===== src/rtl/banked_regfile.sv =====
module banked_regfile #(
  parameter int DW = 32,
  parameter logic [DW-1:0] CPSR_INIT = '0
) (
  input  logic          clk,
  input  logic          rst_n,
  input  logic [2:0]    mode_i,
  input  logic [3:0]    ra_idx,
  output logic [DW-1:0] ra_data,
  input  logic [3:0]    rb_idx,
  output logic [DW-1:0] rb_data,
  input  logic          we,
  input  logic [3:0]    wr_idx,
  input  logic [DW-1:0] wr_data,
  input  logic          cpsr_we,
  input  logic [DW-1:0] cpsr_wdata,
  output logic [DW-1:0] cpsr_o,
  input  logic          spsr_we,
  input  logic [DW-1:0] spsr_wdata,
  output logic [DW-1:0] spsr_o,
  input  logic          exc_take,
  input  logic [2:0]    exc_mode,
  input  logic [DW-1:0] exc_ret
);
  localparam int NPHYS = 31;
  localparam int NSAVED = 5;

  localparam logic [2:0] M_FIQ = 3'd1;

  logic [DW-1:0] gpr   [NPHYS];
  logic [DW-1:0] saved [NSAVED];
  logic [DW-1:0] cur_st;

  function automatic logic banked_mode(input logic [2:0] m);
    return (m >= 3'd1) && (m <= 3'd5);
  endfunction

  function automatic logic [2:0] saved_slot(input logic [2:0] m);
    return m - 3'd1;
  endfunction

  function automatic logic [4:0] phys(input logic [2:0] m, input logic [3:0] r);
    logic [4:0] p;
    p = {1'b0, r};
    if (r >= 4'd8 && r != 4'd15) begin
      if (m == M_FIQ)
        p = 5'd16 + {1'b0, r} - 5'd8;
      else if (r >= 4'd13 && banked_mode(m))
        p = 5'd23 + {2'b00, m - 3'd2} * 5'd2 + {4'b0, r[0] ^ 1'b1};
    end
    return p;
  endfunction

  logic       exc_hit;
  logic [4:0] exc_p, wr_p, ra_p, rb_p;

  assign exc_hit = exc_take && banked_mode(exc_mode);
  assign exc_p   = phys(exc_mode, 4'd14);
  assign wr_p    = phys(mode_i, wr_idx);
  assign ra_p    = phys(mode_i, ra_idx);
  assign rb_p    = phys(mode_i, rb_idx);

  always_ff @(posedge clk) begin
    if (!rst_n) begin
      for (int i = 0; i < NPHYS; i++) gpr[i] <= '0;
      for (int i = 0; i < NSAVED; i++) saved[i] <= '0;
      cur_st <= CPSR_INIT;
    end else begin
      if (we) gpr[wr_p] <= wr_data;
      if (exc_hit) gpr[exc_p] <= exc_ret;
      if (cpsr_we) cur_st <= cpsr_wdata;
      if (spsr_we && banked_mode(mode_i)) saved[saved_slot(mode_i)] <= spsr_wdata;
      if (exc_hit) saved[saved_slot(exc_mode)] <= cur_st;
    end
  end

  function automatic logic [DW-1:0] rd(input logic [4:0] p, input logic [DW-1:0] stored);
    if (exc_hit && exc_p == p) return exc_ret;
    if (we && wr_p == p) return wr_data;
    return stored;
  endfunction

  assign ra_data = rd(ra_p, gpr[ra_p]);
  assign rb_data = rd(rb_p, gpr[rb_p]);
  assign cpsr_o  = cur_st;

  always_comb begin
    spsr_o = '0;
    if (banked_mode(mode_i)) begin
      if (exc_hit && exc_mode == mode_i) spsr_o = cur_st;
      else if (spsr_we) spsr_o = spsr_wdata;
      else spsr_o = saved[saved_slot(mode_i)];
    end
  end
endmodule


===== config.mk =====
export PLATFORM = sky130hd
export DESIGN_NAME = banked_regfile
export DESIGN_NICKNAME = d
export VERILOG_FILES = /design/src/rtl/banked_regfile.sv
export SDC_FILE = /design/constraint.sdc
export NUM_CORES = 2
export LEC_CHECK = 0
export BUFFER_PORTS_ARGS = -buffer_cell sky130_fd_sc_hd__buf_2
export CORE_AREA = 2 2 504 506
export DETAILED_ROUTE_END_ITERATION = 10
export DIE_AREA = 0 0 506 508
export PLACE_DENSITY = 0.5
export SLEW_MARGIN = 5
export SYNTH_ARGS = -nofsm -noshare
export SYNTH_HDL_FRONTEND = slang
export SYNTH_SLANG_ARGS = --single-unit

===== constraint.sdc =====
create_clock -name clk -period 5.6 [get_ports clk]
set_clock_uncertainty 0.1 [all_clocks]
set_input_delay 1.12 -clock clk [delete_from_list [all_inputs] [get_ports clk]]
set_output_delay 1.12 -clock clk [all_outputs]
set_load 0.05 [all_outputs]

==> run metrics <==
Netlist Area Pre-Place approximately 75000 µm²; crit path capture type primary output; pre-CTS WS -0.574 ns; Worst Setup Path Type in2out; unrepaired setup endpoints after global routing yes; Power per Cell Area just under 300 nW/µm²; IO Pins between 200 and 300; Flop pwr share 41.2%; CP Max Fanout 7; final std cell area, no fill 95700 µm²; H-tree depth 4; largest stage delay on the critical path approximately 0.40 ns; static power due to leakage 33.2 nW; beginning of the worst register-to-register path cpsr_o[3]$_SDFFE_PN0P_; Net count, final around 7000; via total after detailed routing a little over 60000; post-DR vias/cell approximately 5.9; first-pass GRT wire length between 400000 and 500000 µm; final worst path period need about 5.8 ns; slowest stage cell on the critical path sky130_fd_sc_hd__or3_4; Core Area roughly 250000 µm²; leading post-synthesis cells by cell area sky130_fd_sc_hd__edfxtp_1 51%, sky130_fd_sc_hd__mux4_2 8.7%, sky130_fd_sc_hd__and2_1 5.9%; number of unique standard cell types used by synthesis a little under 80; commonest cells in the synthesized netlist 1280 x sky130_fd_sc_hd__edfxtp_1, 772 x sky130_fd_sc_hd__nand2_1, 709 x sky130_fd_sc_hd__and2_1; flip-flop and latch count after synthesis between 1000 and 1500; CTS tree built; WP data required around 4.4 ns; ratio of final minimum period to clock period 103%; Max transition margin 18.0%; main combinational cell family by area after synthesis simple AND/OR/NAND/NOR gates; antenna violations before repair 30; global placer's final weighted congestion 0.952; Pint a little under 20 mW; hold path startpoint cpsr_wdata[18]; Port Buf Inserts 279; syn_nets just under 7000; Async SR Flop Fraction 0%; fraction of layout instances using a drive strength above 1 a little under a third; number of global-route vias before repair ~60000; dpl hpwl roughly 210000 µm; final setup vio count 63; max capacitance violation total 0; top cell type's share of synthesized area about half; y dimension of the die roughly 510 µm; post-detailed-route wirelength per cell 31.7 µm; Layout Area Growth over Synthesis 27.6%; share of the synthesized netlist area taken by xor and xnor gates less than 1%; clock transition at the register clock pins on the worst setup and hold paths after CTS approximately 0.060 ns; cell type with the largest total area after synthesis sky130_fd_sc_hd__edfxtp_1; number of optimization iterations in the first detailed-route pass 6; cts hold-fix bufs 0; run status complete, but fails checks; CP arrival about 4.6 ns; type of the worst min-delay path in2reg; Worst setup startpoint mode_i[0]; number of cells in the finished layout apart from fillers between 10000 and 15000; violations in the final reports setup timing; Layout fillers approximately 24000; simple-gate portion of the synthesized area 15.2%; sequential fraction of the synthesis area between 50 and 60%; EDFF count, synth around 1300; maximum achievable frequency around 170 MHz; overall power ~28 mW; startpoint type of the worst setup path primary input; mean instance size in the synthesized netlist approximately 11 µm²; effective utilization at floorplan between 20% and 30%; Worst Tran Pin Value approximately 1.2 ns; number of warnings issued by yosys 0; max-slew violations 0; area enclosed by the die boundary approximately 260000 µm²; residual overflow from global routing 0; net switching share of the total power 30.3%; number of hold violations in the final report 0; Final Worst Setup Slack -0.178 ns; Cell Count Post-Placement 10061; maximum buffer depth of the clock tree 3; worst ir drop on vdd between 0.0003 and 0.0004 V; post-layout utilization of the core 37.9%; latest clock arrival within the worst-skew pair between 0.8 and 0.9 ns; TritonCTS sink count 1312; adder-cell share of the synthesized area less than 1%; number of buffers inserted during clock tree synthesis between 150 and 200; clock share of power around 37%; portion of total power attributed to combinational logic a little over a fifth; cell area reported after detailed placement between 80000 and 90000 µm²; power spent charging and discharging nets ~8.6 mW; DRT iter0 DRCs around 8600; compound-gate portion of the synthesized area between 10 and 15%; portion of netlist area occupied by mux cells between 10% and 20%; clock root buffer sky130_fd_sc_hd__clkbuf_16; Die Width between 500 and 600 µm; cell repeated most along the worst path sky130_fd_sc_hd__buf_12; commonest register cell after synthesis sky130_fd_sc_hd__edfxtp_1; most frequent cell after synthesis sky130_fd_sc_hd__edfxtp_1; antenna violation net count after detailed routing 0; number of placement rows 185; final routed wirelength across all metal layers approximately 330000 µm; cell count after synthesis around 6600; cell chain of the critical path buf_12 -> clkinvlp_4 -> ha_4 -> buf_6 -> nand2_4 -> or3_4 -> a211oi_4 -> a31o_4 -> buf_6 -> nand2_4 -> buf_6 -> a211o_1 -> a31oi_4 -> buf_12 -> buf_12 -> a21oi_4 -> a21oi_4 -> buf_8 -> buf_12; global router's overall resource usage between 20% and 30%; pin count of the biggest net entering global routing 95; DRC errors left 0
## placed cells by master, fill, tap and decap left out, drive strengths merged, types with 22 or more instances in the layout
cell	synthesis	layout
a31oi	48	48
mux2	113	113
o21ai	342	342
nor3	61	61
or2	34	35
o221ai	35	35
nor2b	44	44
clkinv	1	61
edfxtp	1280	1280
nand2	772	772
or3	67	67
nand3b	31	31
dfxtp	32	32
inv	15	24
nand2b	39	39
and2	709	709
a22o	288	288
and4	31	31
a22oi	76	76
o22ai	208	208
mux4	289	289
buf	137	991
mux2i	258	258
xnor2	22	22
o311ai	92	92
a211oi	35	35
clkbuf	629	205
nand3	148	148
nor2	115	115
nor4	69	69
a21oi	389	389
## worst paths after layout
kind                             end  slack [ns]  cells past startpoint
max                      ra_data[20]       -0.18                     19
min          cpsr_o[18]$_SDFFE_PN0P_        0.44                      3
max reg2reg    saved[5][3]$_DFFE_PP_        4.41                      1
min reg2reg   saved[2][26]$_DFFE_PP_        0.55                      2
## per-stage QoR
step / TNS (ns) / hold WS (ns)
floorplan: -271.73 / 0.838
global placement: -24.36 / 0.535
detailed placement: -24.18 / 0.542
CTS: -2.32 / 0.379
global route: -9.59 / 0.424
finish: -6.24 / 0.435
## power groups by stage
stage	Sequential [mW]	Clock [mW]	Combinational, mW
after floorplan	11.7	0	2.88
after global placement	11.8	0	5.44
after detailed placement	11.8	0	5.46
after CTS	11.6	10.6	5.89
after global routing	11.7	10.9	6.33
final	11.6	10.4	6.18
## repair_timing
item	CTS	global route
setup buffers	84	34
setup endpoints to repair	64	64
endpoints found under the hold margin	0	0
gates resized for setup	392	272
gates cloned	20	14
pin swaps	122	123
## area by class of cell
type / count / area (µm²) / area share (%)
inverter: 16 / 76.3 / 0.0797
timing repair buffer: 1009 / 10800 / 11.2
tap: 3366 / 4210 / 4.40
clock buffer: 191 / 4030 / 4.21
sequential: 1312 / 39100 / 40.8
antenna: 15 / 37.5 / 0.0392
multi-input combinational: 4479 / 36400 / 38.0
clock inverter: 93 / 1120 / 1.17
## per-layer routing
layer	track usage, %	vias up	wire (µm)
met5	0	-	19
met4	12.5	2	19900
met3	4.68	777	30000
met2	39.5	3583	152000
met1	32.3	31330	130000
li1	-	25833	-
## critical path, delay by kind of cell
family,cells,cell delay (ns)
adder cells (fa/ha/maj),1,0.31
AND/OR/NAND/NOR,3,0.51
buffers and inverters,9,1.33
AO/OA/AOI/OAI,6,1.27
## cell families after synthesis
kind of cell / count (synthesis)
AOI/OAI and AO/OA: 1593
xor gates and xnor gates: 29
adders and majority gates: 16
buffers and inverters: 787
DFF: 1312
muxes: 660
and+or+nand+nor: 2179
## flip-flops by register name (all words and copies together), names as in the netlist
register  cells
cpsr_o       32
gpr        1024
saved       256
No activity file was read; power rests on OpenSTA's default activity.
